### src/rtl/irq_arb_pkg.sv
package irq_arb_pkg;
    typedef enum logic [1:0] {
        KIND_NONE = 2'b00,
        KIND_TRAP = 2'b01,
        KIND_NMI  = 2'b10,
        KIND_IRQ  = 2'b11
    } int_kind_e;

    typedef enum logic {
        ST_RUN  = 1'b0,
        ST_PEND = 1'b1
    } arb_state_e;
endpackage

### src/rtl/irq_nmi_sync.sv
module irq_nmi_sync #(
    parameter int DEPTH = 2
) (
    input  logic clk,
    input  logic rst_n,
    input  logic nmi_n,
    output logic nmi_lvl
);
    logic [DEPTH-1:0] chain;

    for (genvar s = 0; s < DEPTH; s++) begin : g_stage
        if (s == 0) begin : g_first
            always_ff @(posedge clk or negedge rst_n) begin
                if (!rst_n) chain[0] <= 1'b1;
                else        chain[0] <= nmi_n;
            end
        end else begin : g_rest
            always_ff @(posedge clk or negedge rst_n) begin
                if (!rst_n) chain[s] <= 1'b1;
                else        chain[s] <= chain[s-1];
            end
        end
    end

    assign nmi_lvl = ~chain[DEPTH-1];
endmodule

### src/rtl/irq_prio_enc.sv
module irq_prio_enc #(
    parameter int N_SRC = 8,
    parameter int IDX_W = $clog2(N_SRC)
) (
    input  logic [N_SRC-1:0] req,
    output logic             any,
    output logic [IDX_W-1:0] idx
);
    always_comb begin
        any = |req;
        idx = '0;
        for (int b = N_SRC - 1; b >= 0; b--) begin
            if (req[b]) idx = IDX_W'(b);
        end
    end
endmodule

### src/rtl/irq_mask_regs.sv
module irq_mask_regs (
    input  logic clk,
    input  logic rst_n,
    input  logic take,
    input  logic take_nmi,
    input  logic rti,
    input  logic rti_x,
    input  logic rti_i,
    input  logic wr,
    input  logic wr_x,
    input  logic wr_i,
    output logic x_q,
    output logic i_q
);
    always_ff @(posedge clk or negedge rst_n) begin
        if (!rst_n) begin
            x_q <= 1'b1;
            i_q <= 1'b1;
        end else if (take) begin
            i_q <= 1'b1;
            if (take_nmi) x_q <= 1'b1;
        end else if (rti) begin
            x_q <= rti_x;
            i_q <= rti_i;
        end else if (wr) begin
            x_q <= x_q & wr_x;
            i_q <= wr_i;
        end
    end
endmodule

### src/rtl/irq_mask_arb.sv
module irq_mask_arb
    import irq_arb_pkg::*;
#(
    parameter int N_SRC      = 8,
    parameter int SYNC_DEPTH = 2,
    localparam int IDX_W     = $clog2(N_SRC)
) (
    input  logic             clk,
    input  logic             rst_n,
    input  logic             ccr_wr,
    input  logic             ccr_x,
    input  logic             ccr_i,
    input  logic             nmi_n,
    input  logic             trap_req,
    input  logic [N_SRC-1:0] irq_req,
    input  logic             boundary,
    input  logic             entry_done,
    input  logic             rti,
    input  logic             rti_x,
    input  logic             rti_i,
    output logic             int_valid,
    output logic [1:0]       int_kind,
    output logic [IDX_W-1:0] int_idx,
    output logic             x_mask,
    output logic             i_mask
);
    arb_state_e       state_q, state_nx;
    int_kind_e        sel_kind_q, cand_kind;
    logic [IDX_W-1:0] sel_idx_q, cand_idx, enc_idx;
    logic             nmi_lvl, irq_any, take, select;
    logic             x_q, i_q;

    irq_nmi_sync #(.DEPTH(SYNC_DEPTH)) sync_i (
        .clk(clk), .rst_n(rst_n), .nmi_n(nmi_n), .nmi_lvl(nmi_lvl)
    );

    irq_prio_enc #(.N_SRC(N_SRC), .IDX_W(IDX_W)) enc_i (
        .req(irq_req), .any(irq_any), .idx(enc_idx)
    );

    irq_mask_regs masks_i (
        .clk(clk), .rst_n(rst_n),
        .take(take), .take_nmi(sel_kind_q == KIND_NMI),
        .rti(rti), .rti_x(rti_x), .rti_i(rti_i),
        .wr(ccr_wr), .wr_x(ccr_x), .wr_i(ccr_i),
        .x_q(x_q), .i_q(i_q)
    );

    // candidate choice at the current boundary
    always_comb begin
        cand_kind = KIND_NONE;
        cand_idx  = '0;
        if (trap_req) begin
            cand_kind = KIND_TRAP;
        end else if (nmi_lvl && !x_q) begin
            cand_kind = KIND_NMI;
        end else if (irq_any && !i_q) begin
            cand_kind = KIND_IRQ;
            cand_idx  = enc_idx;
        end
    end

    assign select = (state_q == ST_RUN) && boundary && (cand_kind != KIND_NONE);
    assign take   = (state_q == ST_PEND) && entry_done;

    // next state
    always_comb begin
        state_nx = state_q;
        unique case (state_q)
            ST_RUN:  if (select) state_nx = ST_PEND;
            ST_PEND: if (entry_done) state_nx = ST_RUN;
        endcase
    end

    // state and held selection
    always_ff @(posedge clk or negedge rst_n) begin
        if (!rst_n) begin
            state_q    <= ST_RUN;
            sel_kind_q <= KIND_NONE;
            sel_idx_q  <= '0;
        end else begin
            state_q <= state_nx;
            if (select) begin
                sel_kind_q <= cand_kind;
                sel_idx_q  <= cand_idx;
            end else if (take) begin
                sel_kind_q <= KIND_NONE;
                sel_idx_q  <= '0;
            end
        end
    end

    // outputs
    always_comb begin
        int_valid = (state_q == ST_PEND);
        int_kind  = sel_kind_q;
        int_idx   = sel_idx_q;
        x_mask    = x_q;
        i_mask    = i_q;
    end
endmodule

### config.mk
export PLATFORM = sky130hd
export DESIGN_NAME = irq_mask_arb
export DESIGN_NICKNAME = d
export VERILOG_FILES = /design/src/rtl/irq_arb_pkg.sv /design/src/rtl/irq_nmi_sync.sv /design/src/rtl/irq_prio_enc.sv /design/src/rtl/irq_mask_regs.sv /design/src/rtl/irq_mask_arb.sv
export SDC_FILE = /design/constraint.sdc
export NUM_CORES = 1
export LEC_CHECK = 0
export CORE_UTILIZATION = 40
export DETAILED_ROUTE_END_ITERATION = 8
export PLACE_DENSITY_LB_ADDON = 0.25
export SLEW_MARGIN = 20
export SYNTH_ARGS = -nofsm -noshare
export SYNTH_HDL_FRONTEND = slang
export SYNTH_SLANG_ARGS = --single-unit
export TNS_END_PERCENT = 50
### constraint.sdc
create_clock -name clk -period 4.4 [get_ports clk]
set_input_delay 0.44 -clock clk [delete_from_list [all_inputs] [get_ports clk]]
set_output_delay 0.44 -clock clk [all_outputs]
set_load 0.01 [all_outputs]
==> summary by stage, run 1 <==
Floorplanning
The initial utilization of the core area, before any placement, comes to 0.460. The die area is 1520 sq um. The die height is 38.9 microns.

Pin placement for this block handled 28 I/O pins. The core region area is 1190 sq um. The horizontal die dimension is 38.9 microns.

The row count is 12.

Placed design
The weighted congestion reported at the end of routability-driven placement is 0.806. After legalization and detailed placement, the total HPWL measured 1.10 mm. The count of input and output buffers is 27. The number of placed instances with taps included is 93.

The area of placed instances is 833 sq um.

Critical path
The critical path class is in -> reg. The slowest cell on the critical path is sky130_fd_sc_hd__clkdlybuf4s50_1. At the worst endpoint, the required time is 4.60 ns.

For the worst setup path, the data arrival time is 2.03 ns. Traced cell by cell, the critical path runs through clkdlybuf4s50_1 -> nor4_4 -> a31oi_1 -> o31ai_2 -> a32o_1. STA classifies the critical path endpoint as a flip-flop. In this run the critical register-to-register path is captured at int_idx[2]. The launching element type of the critical path is a primary input. The stage delay of the slowest cell on the critical path is 0.47 ns. In this run the worst setup path begins at irq_req[7]. Measured in cells, the most critical reg-to-reg path has a length of 4. The slack of the worst reg-to-reg path is 2.73 ns. The origin of the critical flop-to-flop path is masks_i.x_q. Along the worst path, the maximum fanout reaches 4.

Clock tree
For this design, the sink count on the clock tree is 10. The clock-pin slew of the registers on the worst-case setup and hold paths is 0.07 ns. CTS built an H-tree with a depth of 1. The CTS tree is done. The buffer type at the clock tree root is sky130_fd_sc_hd__clkbuf_4. The count of cells resized by post-cts repair is 0. The number of buffers on the longest clock path is 2. Clock tree synthesis inserted a total of 3 buffers. The hold buffer count at CTS is 0. The later pin in the worst-skew pair is clocked with a latency of 0.26 ns.

The post-CTS repair timing setup buffer count is 0.

Global routing
The first global-routing pass estimated 2.17 mm of wire. The number of global-route vias before repair is 505. The largest net degree at the start of global routing is 11. The number of antenna violations at the first check in global routing is 0. The global-route usage over all layers is 0.217.

Global routing finished with a remaining overflow of 0.

Final layout
In the final design database the tool counted 104 nets. The filler cell count is 103. With fillers left out, the area of the finished cells amounts to 870 sq um. In the layout the commonest cells are sky130_fd_sc_hd__clkdlybuf4s50_1 (27), sky130_fd_sc_hd__nor2_1 (7), sky130_fd_sc_hd__dfrtp_1 (6), sky130_fd_sc_hd__o21ai_0 (4), sky130_fd_sc_hd__dfstp_2 (4). The area growth from synthesis to layout is 59.4%. The ratio of cells with drive above 1 in the final layout is 0.193.

The final cell count without fillers is 97. The area occupied by registers is 255 sq um. The multi-input combinational cell area is 279 sq um.

The repair_antennas step left the layout with diodes totalling 0. The library cell used most frequently in the layout, excluding fill and tap cells, is sky130_fd_sc_hd__clkdlybuf4s50_1.

Min path
The source of the worst hold timing path is sync_i.chain[0]. The class of the tightest hold or removal check is reg -> reg. The worst hold path was traced through 0 stages.

For hold timing, the worst endpoint is sync_i.chain[1].

Routing
After detailed routing, the average wire length per cell comes to 14.0 microns. The total number of vias is 538. The routed design has 1.36 mm of wire. In this run the remaining antenna-violating nets after routing total 0.

For this run, design rule violations remaining after detail routing come to 0. The number of violations reported at the end of detailed-routing iteration 0 is 4. The first detailed-routing pass ran for 2 iterations.

The post-detailed-route via-to-cell ratio is 5.55.

Outcome
The flow ran to the end, and the final reports show no timing, DRC or antenna violations.

Yosys
Ranked by total cell area, the synthesized netlist is headed by sky130_fd_sc_hd__dfrtp_1 (28%), sky130_fd_sc_hd__dfstp_2 (19%), sky130_fd_sc_hd__nor2_1 (4.8%), sky130_fd_sc_hd__nor4_4 (3.9%), sky130_fd_sc_hd__o21ai_0 (3.7%). Summing every instance area after synthesis gives 546 sq um. The multiplexer share of the synthesized area is 0.0390. Of the post-synthesis cell area, the dominant cell type holds 0.275. Each instance of the synthesized netlist takes up on average 10.5 sq um. The count of state elements after synthesis is 10.

The post-synthesis cell count is 52. Of the total synthesized cell area, the portion taken by full adders, half adders and majority gates is 0. By area, the combinational part of the netlist is dominated by simple AND/OR/NAND/NOR gates.

For this run, the register share of the synthesized area comes to 0.468. The post-synthesis net count is 72. The synthesis warning total is 0.

The count of cell types in the netlist is 27. Of the total synthesized cell area, the portion taken by XOR and XNOR cells is 0. The synthesized design spends more area on one cell type than any other, namely sky130_fd_sc_hd__dfrtp_1. The post-synthesis compound-gate area fraction is 0.206. The area fraction in and, or, nand and nor cells after synthesis is 0.266.

STA
The final critical delay including setup and external delays is 1.82 ns. After routing, the total negative slack on setup checks comes to 0 ns. For the pin with the worst max-slew slack, the measured transition is 0.432 ns. Setup violations remaining at the end of the flow were counted as 0. The hold violation total from the final report is 0.

In the finished design, the share of the clock period the worst path needs comes to 0.414. Setup repair after global routing left no endpoint under its margin. The relative max-transition margin is 0.711. Timing would allow up to 0.549 GHz. The count of pins over their slew limit came to 0. The worst clock skew on the final layout is 0.000302 ns.

Run
The tool flagged a number of max-cap violations equal to 0.

Power and ir drop
The static leakage is 0.347 nW. Across the VDD grid, the largest voltage drop is 271 uV. For this design the ratio of total power to cell area is 341 nW/um^2.
[report_power, final]
group / internal (W) / total (W) / leakage (nW) / switching, W
Combinational: 0.0000532 / 0.0000912 / 0.206 / 0.0000379
Clock: 0.0000502 / 0.0000831 / 0.0210 / 0.0000329
Sequential: 0.000109 / 0.000122 / 0.121 / 0.0000134
[through the flow]
| stage | utilization | hold slack, ns | total power [W] | setup WS (ns) |
|---|---|---|---|---|
| after global placement | 0.703 | 0.346 | 0.000212 | 2.37 |
| final | 0.733 | 0.359 | 0.000296 | 2.58 |
| after global routing | 0.733 | 0.362 | 0.000313 | 2.47 |
| after detailed placement | 0.703 | 0.350 | 0.000215 | 2.34 |
| after floorplan | - | 0.144 | 0.000159 | 2.87 |
| after CTS | 0.733 | 0.360 | 0.000299 | 2.59 |
[kinds of logic (layout without fill, tap and decap cells)]
kind of cell / after synthesis / in the layout
buffers and inverters: 3 / 34
and+or+nand+nor: 21 / 21
AOI/OAI and AO/OA: 16 / 16
DFF: 10 / 10
muxes: 2 / 2
[how the worst max path moves through the flow]
| stage | depth (start not counted) | slack [ns] | to |
|---|---|---|---|
| 6_report | 5 | 2.58 | int_idx[1] |
| 5_1_grt | 5 | 2.47 | int_idx[1] |
| 4_1_cts | 1 | 2.59 | x_mask |
| 3_5_place_dp | 5 | 2.34 | int_idx[2] |
| 3_3_place_gp | 5 | 2.37 | int_idx[1] |
| 2_1_floorplan | 4 | 2.87 | int_idx[2] |
[state kept, by name, summed over array words and instances, names as in the netlist]
signal and flops:
masks_i.i_q 1, sync_i.chain 2, int_idx 3, masks_i.x_q 1
int_valid 1, int_kind 2
[metal layers]
| metal | wire length, microns | global-route usage |
|---|---|---|
| met5 | 0 | 0 |
| met4 | 34 | 0.121 |
| met3 | 114 | 0.0520 |
| met2 | 650 | 0.354 |
| met1 | 559 | 0.256 |
[critical path, delay by kind of cell]
family	cells	cell delay, ns
buffers and inverters	1	0.47
and+or+nand+nor	1	0.33
AOI/OAI and AO/OA	3	0.79
[synth_stat cells]
cell and count:
sky130_fd_sc_hd__mux2_2 1, sky130_fd_sc_hd__a211oi_1 1, sky130_fd_sc_hd__dfrtp_1 6, sky130_fd_sc_hd__nor4b_2 1, sky130_fd_sc_hd__o31ai_2 1, sky130_fd_sc_hd__nand2_1 3, sky130_fd_sc_hd__or4b_4 1, sky130_fd_sc_hd__a21oi_1 3
sky130_fd_sc_hd__a31o_1 2, sky130_fd_sc_hd__nand2_2 1, sky130_fd_sc_hd__o311ai_0 1, sky130_fd_sc_hd__o31ai_1 1, sky130_fd_sc_hd__nor3_1 1, sky130_fd_sc_hd__and2b_2 1, sky130_fd_sc_hd__o21ai_0 4, sky130_fd_sc_hd__nor2_1 7
sky130_fd_sc_hd__a22oi_1 1, sky130_fd_sc_hd__nor4_1 1, sky130_fd_sc_hd__inv_1 3, sky130_fd_sc_hd__a32o_1 1, sky130_fd_sc_hd__mux2i_1 1, sky130_fd_sc_hd__dfstp_2 4, sky130_fd_sc_hd__nor2b_1 2, sky130_fd_sc_hd__nor4_4 1
sky130_fd_sc_hd__nand2b_4 1, sky130_fd_sc_hd__a31oi_1 1, sky130_fd_sc_hd__nand3_1 1
[layout make-up]
| cell class | instances | area share |
|---|---|---|
| multi-input cells | 39 | 0.321 |
| flip-flops and latches | 10 | 0.294 |
| well taps | 14 | 0.0201 |
| inverters | 3 | 0.0129 |
| clock buffers | 4 | 0.0417 |
| repair buffers | 27 | 0.311 |
No activity file was read; power rests on OpenSTA's default activity.
==> run 2, diff against run 1 <==
--- a/config.mk
+++ b/config.mk
@@ -5,7 +5,7 @@
 export SDC_FILE = /design/constraint.sdc
 export NUM_CORES = 1
 export LEC_CHECK = 0
-export CORE_UTILIZATION = 40
+export CORE_UTILIZATION = 34
 export DETAILED_ROUTE_END_ITERATION = 8
 export PLACE_DENSITY_LB_ADDON = 0.25
 export SLEW_MARGIN = 20
==> constraint.sdc (replaced) <==
create_clock -name clk -period 1.5 [get_ports clk]
set_input_delay 0.15 -clock clk [delete_from_list [all_inputs] [get_ports clk]]
set_output_delay 0.15 -clock clk [all_outputs]
set_load 0.01 [all_outputs]
==> run 2 against run 1 <==
The flow now finishes with violations (negative setup slack). Worst hold slack got worse by 0.17 ns. Register-to-register slack got worse by 2.7 ns. Total power increased to 2.9 times the previous value. Die area increased by 17%. Clock power increased by 130%. Combinational power increased to 3.4 times the previous value. Critical endpoint is now int_idx[2]. Critical path type is now reg -> reg. Wire length increased by 0.59%. Setup slack got worse by 2.6 ns. Non-clock buffer count increased by 12.
==> summary by stage, run 2 (synthesis gave the netlist of run 1 again) <==
Outcome
The run finished, with violations left. The checks that failed: negative setup slack.

Routing
Before antenna repair, the detailed router went through 4 iterations. After detailed routing, the average wire length per cell comes to 12.3 microns. The detailed router finished its first iteration with 12 violations. For this run, design rule violations remaining after detail routing come to 0. For this block, the routed nets add up to 1.37 mm of wire. In the routed layout, each cell is associated on average with a via count of 5.19. The total number of vias is 576. Once detail routing completed, the nets flagged for antenna violations numbered 0.

Power and ir drop
The analysis attributes to cell leakage a power of 0.405 nW. The share of total power dissipated in sequential elements is 0.412. Of the total power, the share spent switching nets is 0.293. For this design the ratio of total power to cell area is 886 nW/um^2.

The maximum resistive drop on vdd is 560 uV. The cell internal power dissipation is 0.000605 W. Of the total power, the clock network draws 0.225.

The share of total power dissipated in combinational logic is 0.363. In this run the power spent charging and discharging nets is 0.000251 W.

Global routing
Entering global routing, the biggest net connects 11 pins. For this run, the total global-route usage over all layers was measured as 0.176. The number of antenna violations at the first check in global routing is 0.

The wire length of the first global-routing pass is 2.37 mm. After global routing the overflow that remains totals 0. The number of global-route vias before repair came to 522.

Clock tree
The H-tree level count is 1. Counting along the longest clock path gives a buffer depth of 2. TritonCTS built the clock tree. The clock-pin slew of the registers on the worst-case setup and hold paths is 0.06 ns. TritonCTS created 3 clock buffers. The buffer type at the clock tree root is sky130_fd_sc_hd__clkbuf_4.

The number of sinks driven by the clock tree is 10. Clock latency on the worst-skew pair, taken at its later pin, is 0.26 ns. The post-CTS repair timing setup buffer count is 0.

STA
Setup violations remaining at the end of the flow were counted as 1. Across all setup checks in the final design, the least slack found is -0.0141 ns. Static timing analysis puts the maximum clock frequency at 0.660 GHz. Dividing the final minimum period by the clock period gives 1.01. At the pin with the least slew margin, the transition time is 0.435 ns. Measured against its own limit, the worst slew margin works out to 0.709. The worst slack on hold paths is 0.192 ns.

The final critical delay including setup and external delays is 1.51 ns. On the final layout, the worst clock skew is 0.00278 ns. The count of pins over their slew limit is 0. Setup repair after global routing could not meet its margin everywhere.

The hold violation total from the final report is 0.

Floorplanning
The core region area is 1510 sq um. The row count is 14. In this run the vertical extent of the chip is 42.1 microns. The initial utilization of the core area, before any placement, comes to 0.362. During I/O placement, the number of pins put on the boundary was 28. In this run the horizontal extent of the chip is 42.1 microns. The floorplan step defined a die boundary enclosing 1770 sq um.

Final layout
The synthesis-to-finish area growth is 76.8%. Registers take 255 sq um. In the layout the commonest cells are sky130_fd_sc_hd__clkdlybuf4s50_1 (25), sky130_fd_sc_hd__buf_4 (12), sky130_fd_sc_hd__nor2_1 (6), sky130_fd_sc_hd__dfrtp_1 (6). The number of antenna diodes in the final layout is 0.

The final layout contains 116 nets. The filler cell count is 134. The ratio of cells with drive above 1 in the final layout is 0.305. The most common cell after layout, fill and taps aside is sky130_fd_sc_hd__clkdlybuf4s50_1.

The number of flip-flops under the largest register name is 3. The multi-input combinational cell area is 294 sq um. At the end of the flow the core is filled with cells to 0.640.

Critical path
The kind of capture point of the worst setup path is a flip-flop. The arrival time of the worst setup path is 1.72 ns. In this design, the largest share of critical-path delay is due to simple AND/OR/NAND/NOR gates.

STA puts the critical path data required time at 1.70 ns. The worst setup path is launched from a flip-flop. The stage delay of the slowest cell on the critical path is 0.55 ns. In this run the worst path has a maximum fanout of 3. On the critical path, the stage with the largest delay is an instance of sky130_fd_sc_hd__dfstp_2. The worst setup path is of the reg -> reg kind. The total buffers and inverters traversed by the critical path is 0.

The critical path goes through nor2_2 -> or4b_4 -> nor4b_4 -> a31o_1.

Min path
The class of the tightest hold or removal check is in -> async.

Placed design
The HPWL reported at the end of detailed placement is 1.11 mm. Input and output buffers added on the ports amount to 27. The weighted congestion reported at the end of routability-driven placement is 0.768.

Run
The count of maximum capacitance violations is 0.
[run 2: changes by cell type in the layout (fill, tap and decap cells not counted)]
cell	before	now
sky130_fd_sc_hd__buf_4	0	12
sky130_fd_sc_hd__a21oi_1	3	2
sky130_fd_sc_hd__clkbuf_1	0	1
sky130_fd_sc_hd__a21oi_2	0	1
sky130_fd_sc_hd__clkdlybuf4s50_1	27	25
sky130_fd_sc_hd__nor4b_4	0	1
sky130_fd_sc_hd__nor4b_2	1	0
sky130_fd_sc_hd__dlygate4sd2_1	0	2
sky130_fd_sc_hd__nor2_2	0	1
sky130_fd_sc_hd__clkbuf_8	1	0
sky130_fd_sc_hd__nor2_1	7	6
[run 2: area by class of cell]
cell class,count,share of cell area
Clock buffer,4,0.0272
Multi-Input combinational cell,39,0.305
Timing Repair Buffer,39,0.371
Tap cell,16,0.0208
Sequential cell,10,0.265
Inverter,3,0.0117
[run 2: worst reg2reg max path: stages (launching register included)]
cell and delay (ns):
sky130_fd_sc_hd__dfstp_2 0.55, sky130_fd_sc_hd__nor2_2 0.05, sky130_fd_sc_hd__or4b_4 0.52, sky130_fd_sc_hd__nor4b_4 0.21
sky130_fd_sc_hd__a31o_1 0.13
[run 2: repair_timing]
item,CTS,global route
cloned,0,0
pin swaps,1,0
gates resized for setup,2,3
endpoints found under the setup margin,3,4
hold buffers,0,0
[run 2: routing by layer]
metal	GRT usage	routed length, microns
met2	0.272	641
met4	0.0750	19
met5	0	0
met1	0.230	623
met3	0.0517	81
[run 2: power groups by stage]
stage	Clock [W]	Combinational (W)	Sequential, W
after floorplan	0	0.0000927	0.000372
after global placement	0	0.000311	0.000353
after detailed placement	0	0.000315	0.000355
after CTS	0.000200	0.000309	0.000350
after global routing	0.000213	0.000337	0.000357
final	0.000193	0.000310	0.000352
[run 2: stage by stage]
| stage | instances | setup slack, ns | power [W] | instance area [sq um] | TNS [ns] |
|---|---|---|---|---|---|
| floorplan | 52 | -0.0344 | 0.000465 | 546 | -0.0344 |
| global placement | 107 | -0.237 | 0.000663 | 926 | -1.02 |
| detailed placement | 107 | -0.247 | 0.000670 | 926 | -1.13 |
| CTS | 111 | -0.0249 | 0.000859 | 950 | -0.0249 |
| global route | 111 | -0.0718 | 0.000907 | 965 | -0.132 |
| finish | 111 | -0.0141 | 0.000855 | 965 | -0.0141 |
[run 2: path summary, 6_finish.rpt]
check,startpoint,to,slack (ns),depth (start not counted)
min reg2reg,sync_i.chain[0],sync_i.chain[1],0.35,0
min in group clk,nmi_n,sync_i.chain[0],0.29,1
max reg2reg,masks_i.x_q,int_idx[2],-0.01,4
max in group asynchronous,rst_n,sync_i.chain[0],0.98,1
max,masks_i.x_q,int_idx[2],-0.01,4
min,rst_n,int_valid,0.19,1
